$ cat config.mk
export PLATFORM = sky130hd
export DESIGN_NAME = rtc_ctrl_status
export DESIGN_NICKNAME = d
export VERILOG_FILES = /design/src/rtl/rtc_cs_pkg.sv /design/src/rtl/rtc_cs_ctrl.sv /design/src/rtl/rtc_cs_dp.sv /design/src/rtl/rtc_ctrl_status.sv
export SDC_FILE = /design/constraint.sdc
export NUM_CORES = 1
export LEC_CHECK = 0
export BUFFER_PORTS_ARGS = -buffer_cell sky130_fd_sc_hd__buf_2
export CORE_MARGIN = 2
export CORE_UTILIZATION = 54
export CTS_CLUSTER_SIZE = 20
export DETAILED_ROUTE_END_ITERATION = 8
export HOLD_SLACK_MARGIN = 0.02
export PLACE_DENSITY = 0.79
export SYNTH_ARGS = -nofsm -noshare
export SYNTH_HDL_FRONTEND = slang
export SYNTH_SLANG_ARGS = --single-unit
$ cat constraint.sdc
create_clock -name clk -period 3.6 [get_ports clk]
set_clock_uncertainty 0.15 [all_clocks]
set_input_delay 1.08 -clock clk [delete_from_list [all_inputs] [get_ports clk]]
set_output_delay 1.08 -clock clk [all_outputs]
set_load 0.01 [all_outputs]
$ cat src/rtl/rtc_cs_pkg.sv
package rtc_cs_pkg;

  localparam logic [7:0] ADDR_CTL1 = 8'h00;
  localparam logic [7:0] ADDR_CTL2 = 8'h01;

  // bit positions within the two bytes
  localparam int BIT_TEST  = 7;
  localparam int BIT_STOP  = 5;
  localparam int BIT_POR   = 3;
  localparam int BIT_MODE  = 4;
  localparam int BIT_AF    = 3;
  localparam int BIT_TF    = 2;
  localparam int BIT_AIE   = 1;
  localparam int BIT_TIE   = 0;

  typedef enum logic [1:0] {
    RD_NONE = 2'd0,
    RD_CTL1 = 2'd1,
    RD_CTL2 = 2'd2
  } rdSel_t;

  typedef struct packed {
    logic wrCtl1;
    logic wrCtl2;
    logic clrAlarm;
    logic clrTimer;
  } csStrobe_t;

endpackage

$ cat src/rtl/rtc_cs_ctrl.sv
module rtc_cs_ctrl
  import rtc_cs_pkg::*;
(
  input  logic       clk,
  input  logic       rstN,
  input  logic [7:0] addr,
  input  logic       wrEn,
  input  logic [7:0] wrData,
  output csStrobe_t  stb,
  output rdSel_t     rdSel
);

  logic hitCtl1;
  logic hitCtl2;

  assign hitCtl1 = (addr == ADDR_CTL1);
  assign hitCtl2 = (addr == ADDR_CTL2);

  always_comb begin
    stb          = '0;
    stb.wrCtl1   = wrEn & hitCtl1;
    stb.wrCtl2   = wrEn & hitCtl2;
    stb.clrAlarm = wrEn & hitCtl2 & ~wrData[BIT_AF];
    stb.clrTimer = wrEn & hitCtl2 & ~wrData[BIT_TF];
  end

  always_comb begin
    if (hitCtl1)      rdSel = RD_CTL1;
    else if (hitCtl2) rdSel = RD_CTL2;
    else              rdSel = RD_NONE;
  end

  AST_STROBE_EXCL: assert property (@(posedge clk) disable iff (!rstN)
    !(stb.wrCtl1 && stb.wrCtl2));
  AST_CLR_NEEDS_WR: assert property (@(posedge clk) disable iff (!rstN)
    (stb.clrAlarm || stb.clrTimer) |-> stb.wrCtl2);

endmodule

$ cat src/rtl/rtc_cs_dp.sv
module rtc_cs_dp
  import rtc_cs_pkg::*;
#(
  parameter int PRESC_W   = 15,
  parameter int PULSE_LEN = 512
) (
  input  logic       clk,
  input  logic       rstN,
  input  csStrobe_t  stb,
  input  rdSel_t     rdSel,
  input  logic [7:0] wrData,
  input  logic       tick32k,
  input  logic       alarmEvt,
  input  logic       timerEvt,
  output logic [7:0] rdData,
  output logic       secTick,
  output logic       testMode,
  output logic       porOvr,
  output logic       intN
);

  localparam int PULSE_W = $clog2(PULSE_LEN + 1);
  localparam logic [PULSE_W-1:0] PULSE_LOAD = PULSE_W'(PULSE_LEN);
  localparam logic [PRESC_W-1:0] PRESC_TOP  = '1;

  logic testR, stopR, porR;
  logic modeR, afR, tfR, aieR, tieR;
  logic [PRESC_W-1:0] prescCnt;
  logic [PULSE_W-1:0] pulseCnt;
  logic pulseOn;
  logic timerTerm;

  // control/status bits
  always_ff @(posedge clk or negedge rstN) begin
    if (!rstN) begin
      testR <= 1'b0; stopR <= 1'b0; porR <= 1'b0;
      modeR <= 1'b0; aieR  <= 1'b0; tieR <= 1'b0;
      afR   <= 1'b0; tfR   <= 1'b0;
    end else begin
      if (stb.wrCtl1) begin
        testR <= wrData[BIT_TEST];
        stopR <= wrData[BIT_STOP];
        porR  <= wrData[BIT_POR];
      end
      if (stb.wrCtl2) begin
        modeR <= wrData[BIT_MODE];
        aieR  <= wrData[BIT_AIE];
        tieR  <= wrData[BIT_TIE];
      end
      if (alarmEvt)          afR <= 1'b1;
      else if (stb.clrAlarm) afR <= 1'b0;
      if (timerEvt)          tfR <= 1'b1;
      else if (stb.clrTimer) tfR <= 1'b0;
    end
  end

  // seconds prescaler
  always_ff @(posedge clk or negedge rstN) begin
    if (!rstN)        prescCnt <= '0;
    else if (stopR)   prescCnt <= '0;
    else if (tick32k) prescCnt <= prescCnt + 1'b1;
  end

  assign secTick = tick32k & ~stopR & (prescCnt == PRESC_TOP);

  // timer pulse stretcher
  always_ff @(posedge clk or negedge rstN) begin
    if (!rstN)                       pulseCnt <= '0;
    else if (timerEvt)               pulseCnt <= PULSE_LOAD;
    else if (tick32k && pulseOn)     pulseCnt <= pulseCnt - 1'b1;
  end

  assign pulseOn   = (pulseCnt != '0);
  assign timerTerm = tieR & (modeR ? pulseOn : tfR);
  assign intN      = ~((afR & aieR) | timerTerm);

  assign testMode = testR;
  assign porOvr   = porR;

  always_comb begin
    rdData = 8'h00;
    unique case (rdSel)
      RD_CTL1: begin
        rdData[BIT_TEST] = testR;
        rdData[BIT_STOP] = stopR;
        rdData[BIT_POR]  = porR;
      end
      RD_CTL2: begin
        rdData[BIT_MODE] = modeR;
        rdData[BIT_AF]   = afR;
        rdData[BIT_TF]   = tfR;
        rdData[BIT_AIE]  = aieR;
        rdData[BIT_TIE]  = tieR;
      end
      default: rdData = 8'h00;
    endcase
  end

  AST_EVT_SETS_AF: assert property (@(posedge clk) disable iff (!rstN)
    alarmEvt |=> afR);
  AST_EVT_SETS_TF: assert property (@(posedge clk) disable iff (!rstN)
    timerEvt |=> tfR);
  AST_ONE_KEEPS_AF: assert property (@(posedge clk) disable iff (!rstN)
    (stb.wrCtl2 && !stb.clrAlarm && !alarmEvt) |=> (afR == $past(afR)));
  AST_STOP_CLEARS: assert property (@(posedge clk) disable iff (!rstN)
    stopR |=> (prescCnt == '0));
  AST_NO_TICK_STOPPED: assert property (@(posedge clk) disable iff (!rstN)
    stopR |-> !secTick);
  AST_PULSE_RANGE: assert property (@(posedge clk) disable iff (!rstN)
    pulseCnt <= PULSE_LOAD);
  AST_ALARM_HOLDS: assert property (@(posedge clk) disable iff (!rstN)
    (afR && aieR && !stb.clrAlarm && !stb.wrCtl2) |=> !intN);

endmodule

$ cat src/rtl/rtc_ctrl_status.sv
module rtc_ctrl_status
  import rtc_cs_pkg::*;
#(
  parameter int PRESC_W   = 15,
  parameter int PULSE_LEN = 512
) (
  input  logic       clk,
  input  logic       rstN,
  input  logic [7:0] addr,
  input  logic       wrEn,
  input  logic [7:0] wrData,
  output logic [7:0] rdData,
  input  logic       tick32k,
  input  logic       alarmEvt,
  input  logic       timerEvt,
  output logic       secTick,
  output logic       clkOut,
  output logic       testMode,
  output logic       porOvr,
  output logic       intN
);

  csStrobe_t stb;
  rdSel_t    rdSel;

  rtc_cs_ctrl u_ctrl (
    .clk    (clk),
    .rstN   (rstN),
    .addr   (addr),
    .wrEn   (wrEn),
    .wrData (wrData),
    .stb    (stb),
    .rdSel  (rdSel)
  );

  rtc_cs_dp #(
    .PRESC_W   (PRESC_W),
    .PULSE_LEN (PULSE_LEN)
  ) u_dp (
    .clk      (clk),
    .rstN     (rstN),
    .stb      (stb),
    .rdSel    (rdSel),
    .wrData   (wrData),
    .tick32k  (tick32k),
    .alarmEvt (alarmEvt),
    .timerEvt (timerEvt),
    .rdData   (rdData),
    .secTick  (secTick),
    .testMode (testMode),
    .porOvr   (porOvr),
    .intN     (intN)
  );

  // the oscillator-rate output is never gated
  assign clkOut = tick32k;

  AST_RSVD_CTL1: assert property (@(posedge clk) disable iff (!rstN)
    (addr == ADDR_CTL1) |-> ((rdData & 8'h57) == 8'h00));
  AST_RSVD_CTL2: assert property (@(posedge clk) disable iff (!rstN)
    (addr == ADDR_CTL2) |-> ((rdData & 8'hE0) == 8'h00));

endmodule

==> metrics.md, run 1 <==
| Metric | Value |
|---|---|
| Run status | finished with violations |
| Failing checks | setup timing |
| Worst Path Arrival | 2380 ps |
| Die area | 3690 µm² |
| Clk_lat worst skew | 330 ps |
| Starting Density | 0.570 |
| Dpl ws | -40.4 ps |
| Port Buf Inserts | 32 |
| Final Cycle Share | 1.00 |
| Post-Synth Adder-Cell Area | 0.0144 |
| Nets | 238 |
| Pre-antenna DRT Iters | 4 |
| Die width | 60.8 µm |
| Mux share of post-synthesis cell area | 0.0633 |
| Core ar. | 3050 µm² |
| Number of clock sinks | 33 |
| Max FFs per register | 15 |
| Worst-path clk slew | 100 ps |
| Rows | 20 |
| Area Overhead vs Synth | 17.2% |
| Initial antenna violation count | 0 |
| Post-synth top flop | dfrtp_1 |
| Number of global-route vias before repair | 1395 |
| Crit end category | output pin |
| Asr flop ratio synth | 1.00 |
| GRT Residual Overflow | 0 |
| Number of enable flip-flop cells after synthesis | 0 |
| Final Hold Vio Count | 0 |
| Die H | 60.8 µm |
| Via density | 5.47 |
| # diodes | 0 |
| Max-slew violations | 0 |
| F_max | 277 MHz |
| Biggest register | u_dp.prescCnt |
| Biggest regs | u_dp.prescCnt x15, u_dp.pulseCnt x10 |
| Cell with the most instances on the worst path | buf_6 |
| M2 GR Usage | 0.370 |
| Busiest layer in global routing | met2 |
| Crit path max fanout | 4 |
| Register bit count reported by yosys | 33 |
| First-pass GRT wire length | 5840 µm |
| Final Wtd Congestion | 0.796 |
| Tot Pwr | 903 µW |
| Yosys warns | 0 |
| Drt total wl | 3550 µm |
| Min Hold Slack | 392 ps |
| Setup Viol. Count Final | 2 |
| WL/cell | 13.7 µm |
| Largest stage delay, worst path | 530 ps |
| Minimum clock period | 3610 ps |
| Fin Setup TNS | -20.6 ps |
| RSZ-0062 raised after global routing | yes |
| Final WS setup | -13.3 ps |
| Sequential area share after synthesis | 0.475 |
| CP Class | input pin to output pin |
| Peak supply drop | 262 µV |
| Largest net degree at the start of global routing | 34 |
| Post-Synth Simple-Gate Area | 0.273 |
| Root Buffer Master | clkbuf_4 |
| Post-DP HPWL | 2620 µm |
| Relative slew margins | 0.502 |
| Drc violations | 0 |
| Cell Chain, Critical Path | buf_6, or4_4, nor4_4, buf_4, and3_4, buf_6 |
| Clock Path Buffers | 2 |
| TritonCTS clock tree | yes |
| Post-Syn Instances | 178 |
| Fillers | 261 |
| Worst slew pin tran | 747 ps |
| Syn Nets | 202 |
| Leakage power total | 0.000924 µW |
| Met3 usage | 0.0661 |
| Complex-gate fraction of the synthesized area | 0.0705 |
| Main combinational cell family by area after synthesis | simple AND/OR/NAND/NOR gates |
| H-tree levels | 2 |
| Startpoint Class | input pin |
| Fin util | 0.668 |
| Post-Synth XOR/XNOR Area | 0.0655 |
| Pwr dens | 443 nW/µm² |
| Layout cells sized above 1 | 0.274 |
| Avg Cell Area, Syn | 9.77 µm² |
| Hold crit path type | flip-flop to flip-flop |
| I/O pin total | 35 |
| Met1 Use GR | 0.249 |
| Max Cap Viol | 0 |
| Post-synthesis instance area | 1740 µm² |
| Crit path max-delay cell type | or4_4 |
| CTS buffer count | 5 |
| Unique masters post-synth | 38 |
| GRT Total Usage | 0.215 |
| Iteration-0 DRC Markers | 69 |
| Worst Path Required | 2370 ps |
| Via Count | 1418 |
| ANT nets after route | 0 |
[timing repair]
item / 4_1_cts / 5_1_grt
hold buffers: 0 / 0
buffers inserted: 0 / 1
endpoints found under the setup margin: 4 / 7
pin swaps: 0 / 0
gates resized for setup: 4 / 4
[synth_stat cells (2+ instances only)]
library cell / count / area [µm²]
dfrtp_1: 33 / 826
buf_2: 2 / 10.0
mux2i_1: 2 / 20.0
nor2_1: 30 / 113
ha_1: 2 / 25.0
clkbuf_1: 3 / 11.3
nor2b_1: 4 / 25.0
mux2_2: 4 / 45.0
o21ai_0: 5 / 25.0
o31ai_1: 3 / 22.5
nand3_1: 3 / 15.0
nor3_1: 8 / 40.0
inv_1: 4 / 15.0
nor4_1: 3 / 18.8
nand3b_1: 2 / 15.0
a31oi_1: 2 / 12.5
a21oi_1: 7 / 35.0
buf_4: 2 / 15.0
nand4_1: 6 / 37.5
xnor2_1: 10 / 87.6
xor2_1: 3 / 26.3
nand2b_1: 4 / 25.0
and2_1: 2 / 12.5
mux2_4: 3 / 45.0
or4_1: 3 / 22.5
and3_1: 5 / 31.3
nand2_1: 12 / 45.0
[cells by family (layout without fill, tap and decap cells)]
kind of cell / count (synthesis) / count (layout)
DFF: 33 / 33
AOI/OAI and AO/OA: 20 / 20
and+or+nand+nor: 88 / 88
buffers and inverters: 12 / 49
xor gates and xnor gates: 13 / 13
adders and majority gates: 2 / 2
other: 1 / 1
muxes: 9 / 9
[cells in the final DEF, fill, tap and decap left out, types with 3 or more instances in the layout]
cell type / n
nor3_1: 8
buf_4: 5
a21oi_1: 7
nand2_1: 12
nor4_1: 3
dfrtp_1: 33
nand2b_1: 4
xor2_1: 3
clkbuf_4: 5
buf_6: 3
o21ai_0: 5
mux2_4: 3
xnor2_1: 10
and3_1: 3
buf_2: 29
nand3_1: 3
inv_1: 4
o31ai_1: 3
or4_1: 3
nand4_1: 6
nor2_1: 29
mux2_2: 4
nor2b_1: 3
[critical path: cells and delay by family]
family,cells,cell delay (ps)
buf+inv,3,370
simple gates,3,930
[power by group]
part,internal [µW],switching [µW]
logic,91.4,116
clock network,73.6,127
registers,429,65.8
total,594,309
[path summary, 6_finish.rpt]
kind	from	to	slack (ps)	cells after the start
setup reg to reg	u_dp.pulseCnt[0]	u_dp.pulseCnt[1]	1520	5
hold / removal	u_dp.porOvr	u_dp.porOvr	390	1
hold reg to reg	u_dp.porOvr	u_dp.porOvr	390	1
min in group asynchronous	rstN	u_dp.pulseCnt[2]	650	1
max in group asynchronous	rstN	u_dp.pulseCnt[1]	2170	1
setup / recovery	addr[5]	rdData[4]	-10	6
[stage by stage]
| stage | std cells | instance area [µm²] |
|---|---|---|
| after floorplan | 178 | 1740 |
| after global placement | 250 | 1940 |
| after detailed placement | 250 | 1940 |
| after CTS | 258 | 2010 |
| after global routing | 259 | 2040 |
| final | 259 | 2040 |
[final cells by class]
type | instances | area (µm²) | area share
clock buffer | 5 | 37.5 | 0.0184
clock inverter | 3 | 17.5 | 0.00859
inverter | 4 | 15.0 | 0.00737
multi-input combinational | 133 | 871 | 0.427
sequential | 33 | 826 | 0.405
tap | 44 | 55.1 | 0.0270
timing repair buffer | 37 | 216 | 0.106
[layer usage]
layer  routed length (µm)  vias up
met5                    0        -
met4                   27        0
met3                  139        4
met2                 1880       30
met1                 1500      689
li1                     -      695
No activity file was read; power rests on OpenSTA's default activity.
==> inputs of run 2 (changes only) <==
- PLACE_DENSITY: 0.79 -> not set
- PLACE_DENSITY_LB_ADDON: not set -> 0.3
==> metrics.md, run 2 (synthesis results as in run 1) <==
| Metric | Value |
|---|---|
| Run status | finished clean |
| Hold crit path type | flip-flop to flip-flop |
| Startpoint Class | input pin |
| Max FFs per register | 15 (unchanged) |
| Cell Chain, Critical Path | buf_6, or4_4, nor4_4, buf_4, and3_4, buf_6 |
| Drt total wl | 3310 µm (-6.8%) |
| Post-DP HPWL | 2410 µm (-7.9%) |
| Post-CTS setup repair buffer count | 0 (unchanged) |
| F_max | 282 MHz (+1.9%) |
| Number of clock sinks | 33 (unchanged) |
| Crit path max-delay family | simple AND/OR/NAND/NOR gates |
| Drc violations | 0 (unchanged) |
| I/O pin total | 35 (unchanged) |
| Minimum clock period | 3540 ps (-69.0 ps) |
| Starting Density | 0.570 (unchanged) |
| Most common cell after layout, fill and taps aside | dfrtp_1 |
| CP Class | input pin to output pin |
| Post-Place Cells | 248 (-0.80%) |
| Hold Startpoint | u_dp.pulseCnt[6] |
| Worst Path Arrival | 2310 ps (-70 ps) |
| Iteration-0 DRC Markers | 71 (+2.9%) |
| Layout cells sized above 1 | 0.241 (-0.0339) |
| H-tree levels | 2 (unchanged) |
| Area post-placement | 1920 µm² (-0.78%) |
| Die H | 60.8 µm (unchanged) |
| Port Buf Inserts | 32 (unchanged) |
| Fillers | 268 (+2.7%) |
| Area Overhead vs Synth | 14.5% |
| Number of global-route vias before repair | 1287 (-7.7%) |
| CP Launch Point | addr[5] |
| Relative slew margins | 0.528 (+0.0263) |
| Max-slew violations | 0 (unchanged) |
| Worst slew pin tran | 708 ps (-39.5 ps) |
| Nets | 235 (-1.3%) |
| WP buf/inv | 3 (unchanged) |
| Area occupied by multi-input gates | 858 µm² (-1.4%) |
| # diodes | 0 (unchanged) |
| Root Buffer Master | clkbuf_4 |
| Finished Layout Cells | 256 (-1.2%) |
| Clock Path Buffers | 2 (unchanged) |
| Final Wtd Congestion | 0.796 (about the same) |
| Biggest register | u_dp.prescCnt |
| Die area | 3690 µm² (unchanged) |
| Final Hold Vio Count | 0 (unchanged) |
| Crit end category | output pin |
| TritonCTS clock tree | yes |
| First-pass GRT wire length | 5520 µm (-5.4%) |
| Crit path max-delay cell type | or4_4 |
| Cell with the most instances on the worst path | buf_6 |
| Pwr dens | 449 nW/µm² (+1.3%) |
| RSZ-0062 raised after global routing | yes |
| Most frequent cells in the layout | dfrtp_1, buf_2, nor2_1, nand2_1, xnor2_1 |
| Worst Path Required | 2370 ps (about the same) |
| Biggest regs | u_dp.prescCnt x15, u_dp.pulseCnt x10 |
| Via Count | 1372 (-3.2%) |
| Via density | 5.36 (-2.1%) |
| Fin util | 0.652 (-0.0156) |
| Peak supply drop | 282 µV (+7.5%) |
| Core ar. | 3050 µm² (unchanged) |
| ANT nets after route | 0 (unchanged) |
| Rows | 20 (unchanged) |
| Reg-to-Reg Start | u_dp.pulseCnt[0] |
| Clk_lat worst skew | 340 ps (about the same) |
| Final Cycle Share | 0.985 (-0.0192) |
| Initial antenna violation count | 0 (unchanged) |
| Crit path max fanout | 7 (+3) |
| Worst-path clk slew | 90 ps (about the same) |
| Largest stage delay, worst path | 530 ps (about the same) |
| GRT Total Usage | 0.207 (-0.00784) |
| Pre-antenna DRT Iters | 4 (unchanged) |
| Leakage power total | 0.000905 µW (-2.0%) |
| Setup Viol. Count Final | 0 (-2) |
| GRT Residual Overflow | 0 (unchanged) |
| Final instance area | 1990 µm² (-2.3%) |
| Die width | 60.8 µm (unchanged) |
| Max Cap Viol | 0 (unchanged) |
| Reg area | 826 µm² (unchanged) |
| Largest net degree at the start of global routing | 34 (unchanged) |
| WL/cell | 12.9 µm (-5.7%) |
| CTS buffer count | 5 (unchanged) |
run 2: changes by cell type in the layout (fill, tap and decap cells not counted), sizes merged:
cell | previous run | this run
clkinv | 2 | 0
buf | 37 | 34
clkbuf | 5 | 8
clkinvlp | 1 | 0
run 2: repair_timing:
| action | 4_1_cts | 5_1_grt |
|---|---|---|
| hold buffers | 0 | 0 |
| endpoints found under the setup margin | 0 | 5 |
| gates resized for setup | 0 | 4 |
run 2: layout make-up:
cell class,count,share of cell area
flip-flops and latches,33,0.415
inverters,4,0.00754
clock buffers,8,0.0245
well taps,44,0.0277
repair buffers,34,0.0943
multi-input cells,133,0.431
run 2: worst paths after layout:
check | endpoint | slack, ps | depth (start not counted)
max | rdData[0] | 60 | 6
min | u_dp.pulseCnt[6] | 390 | 2
max reg2reg | u_dp.pulseCnt[1] | 1500 | 5
min reg2reg | u_dp.pulseCnt[6] | 390 | 2
max in group asynchronous | u_dp.pulseCnt[9] | 2210 | 1
min in group asynchronous | u_dp.testMode | 630 | 1
run 2: power by group:
part	switching (µW)	total (µW)	leakage [µW]	internal (µW)
Sequential	63.0	492	0.000428	429
Clock	121	199	0.0000265	77.8
Combinational	112	202	0.000450	90.5
Total	296	893	0.000905	598
run 2: stage by stage:
step | worst slack, ps | hold WS, ps | setup TNS, ps | power (µW)
global placement | 78.4 | 349 | 0 | 680
CTS | 46.5 | 390 | 0 | 902
detailed placement | 46.5 | 368 | 0 | 701
floorplan | 187 | 340 | 0 | 635
finish | 55.7 | 388 | 0 | 893
global route | -19.0 | 419 | -19.0 | 961
run 2: routing by layer:
| metal | wire length, µm | up-vias | part of all wire | track usage |
|---|---|---|---|---|
| li1 | - | 691 | - | - |
| met1 | 1400 | 652 | 0.42 | 0.235 |
| met2 | 1720 | 23 | 0.52 | 0.361 |
| met3 | 127 | 6 | 0.038 | 0.0618 |
| met4 | 54 | 0 | 0.016 | 0.0901 |
| met5 | 0 | - | 0 | 0 |
run 2: worst register-to-register path, cell delays in order (launching register included):
cell and delay (ps):
dfrtp_1 420, inv_1 80, ha_1 220, or4b_1 490
o41a_1 390, a211oi_1 260
==> inputs of run 3 (changes only) <==
- CORE_UTILIZATION: 54 -> 50
==> metrics.md, run 3 (synthesis results as in run 1) <==
| Metric | Value |
|---|---|
| Biggest register | u_dp.prescCnt |
| Switching share of power | 0.323 (-0.00833) |
| Post-DP HPWL | 2530 µm (+4.6%) |
| Via Count | 1407 (+2.6%) |
| Worst-path clk slew | 90 ps (about the same) |
| Biggest regs | u_dp.prescCnt x15, u_dp.pulseCnt x10 |
| Final WS setup | 3.68 ps (-52.0 ps) |
| Most common cell after layout, fill and taps aside | dfrtp_1 |
| Setup Viol. Count Final | 0 (unchanged) |
| TritonCTS clock tree | yes |
| GRT Total Usage | 0.182 (-0.0248) |
| Clk_lat worst skew | 330 ps (about the same) |
| Run status | finished clean |
| ANT nets after route | 0 (unchanged) |
| CTS buffer count | 5 (unchanged) |
| Finished Layout Cells | 259 (+1.2%) |
| Max Cap Viol | 0 (unchanged) |
| Starting Density | 0.521 (-0.0485) |
| Area post-placement | 1930 µm² (+0.52%) |
| Drc violations | 0 (unchanged) |
| Dpl ws | 55.4 ps (+8.91 ps) |
| Final Hold Vio Count | 0 (unchanged) |
| GRT Residual Overflow | 0 (unchanged) |
| Core ar. | 3340 µm² (+9.3%) |
| Crit end category | output pin |
| Sequential power share | 0.548 (-0.003) |
| Via density | 5.43 (+1.4%) |
| Initial antenna violation count | 0 (unchanged) |
| Peak supply drop | 257 µV (-8.9%) |
| Nets | 237 (+0.85%) |
| Startpoint Class | input pin |
| Min Hold Slack | 384 ps (-4.15 ps) |
| Final Wtd Congestion | 0.830 (+4.3%) |
| Final Cycle Share | 0.999 (+0.0144) |
| Max FFs per register | 15 (unchanged) |
| WL/cell | 13.5 µm (+4.5%) |
| Worst Path Required | 2370 ps (about the same) |
| Number of clock sinks | 33 (unchanged) |
| Worst slew pin tran | 726 ps (+18.1 ps) |
| H-tree levels | 2 (unchanged) |
| Hold crit path type | flip-flop to flip-flop |
| Combinational Power Share | 0.219 (-0.007) |
| # diodes | 0 (unchanged) |
| Pwr dens | 450 nW/µm² (+0.23%) |
| Die width | 63.0 µm (+3.7%) |
| Max-slew violations | 0 (unchanged) |
| Rows | 21 (+5.0%) |
| Most frequent cells in the layout | dfrtp_1, buf_2, nor2_1, nand2_1, xnor2_1 |
| Leakage power total | 0.000919 µW (+1.6%) |
| Largest net degree at the start of global routing | 34 (unchanged) |
| Net Switching | 291 µW (-1.6%) |
| Hold buffers post-CTS | 0 (unchanged) |
| Relative slew margins | 0.516 (-0.0120) |
| Worst Path Arrival | 2370 ps (+60 ps) |
| Die H | 63.0 µm (+3.7%) |
| Met1 Use GR | 0.199 (-0.0361) |
| F_max | 278 MHz (-1.4%) |
| Crit path max fanout | 7 (unchanged) |
| Minimum clock period | 3600 ps (+52.0 ps) |
| Layout cells sized above 1 | 0.254 (+0.0130) |
| Port Buf Inserts | 32 (unchanged) |
| Root Buffer Master | clkbuf_4 |
| Clock Path Buffers | 2 (unchanged) |
| Die area | 3970 µm² (+7.5%) |
| RSZ-0062 raised after global routing | yes |
| Tot Pwr | 902 µW (+0.92%) |
| Pre-antenna DRT Iters | 4 (unchanged) |
| Iteration-0 DRC Markers | 51 (-28%) |
| Clock network power share | 0.233 (+0.011) |
| Final instance area | 2000 µm² (+0.69%) |
| Met3 usage | 0.0505 (-0.0114) |
| Drt total wl | 3500 µm (+5.8%) |
| M2 GR Usage | 0.326 (-0.0352) |
| First-pass GRT wire length | 5670 µm (+2.7%) |
| Post-Place Cells | 251 (+1.2%) |
| I/O pin total | 35 (unchanged) |
| CP Class | input pin to output pin |
| Internal | 611 µW (+2.2%) |
| Number of global-route vias before repair | 1373 (+6.7%) |
| Busiest layer in global routing | met2 |
| Area Overhead vs Synth | 15.3% |
run 3: cell types whose count changed in the layout (fill, tap and decap cells not counted):
cell      previous run  this run
and3_4               1         0
nor2b_4              0         1
clkbuf_8             0         1
buf_2               30        32
nor2b_1              4         3
buf_4                2         4
clkbuf_1             3         1
and3_1               4         5
buf_6                2         0
run 3: stage by stage:
| stage | util | TNS [ps] |
|---|---|---|
| 6_report | 0.601 | 0 |
| 5_1_grt | 0.601 | -163 |
| 4_1_cts | 0.595 | 0 |
| 3_5_place_dp | 0.579 | 0 |
| 3_3_place_gp | 0.579 | 0 |
| 2_1_floorplan | - | 0 |
run 3: worst max-delay path, cell delays in order:
cell     delay [ps]
buf_2            90
or4_4           530
nor4_4          180
buf_4           190
nor2b_1         140
buf_2           140
run 3: layout make-up:
class,instances,area [µm²]
inverter,4,15.0
multi-input combinational,133,861
fill,300,1330
timing repair buffer,36,190
sequential,33,826
tap,46,57.6
clock buffer,7,55.1
run 3: final timing paths:
kind | startpoint | endpoint | slack, ps | depth (start not counted)
min in group asynchronous | rstN | u_dp.prescCnt[7] | 640 | 1
hold reg to reg | u_dp.pulseCnt[6] | u_dp.pulseCnt[6] | 380 | 2
max in group asynchronous | rstN | u_dp.pulseCnt[9] | 2190 | 1
hold / removal | u_dp.pulseCnt[6] | u_dp.pulseCnt[6] | 380 | 2
setup reg to reg | u_dp.pulseCnt[0] | u_dp.pulseCnt[1] | 1510 | 5
setup / recovery | addr[5] | rdData[3] | 4 | 6
run 3: routing by layer:
metal,routed length (µm),vias to the layer above
li1,-,690
met1,1430,688
met2,1900,21
met3,107,8
met4,65,0
met5,0,-
run 3: power by group through the flow:
stage          sequential [µW]  combinational (µW)  clock [µW]
6_report                   494                 197         210
2_1_floorplan              484                 151           0
4_1_cts                    493                 198         216
3_5_place_dp               500                 197           0
3_3_place_gp               495                 186           0
5_1_grt                    504                 226         232
run 3: timing repair:
action,in CTS,in global routing
buffers inserted,0,1
gates resized for setup,0,3
setup endpoints to repair,0,3
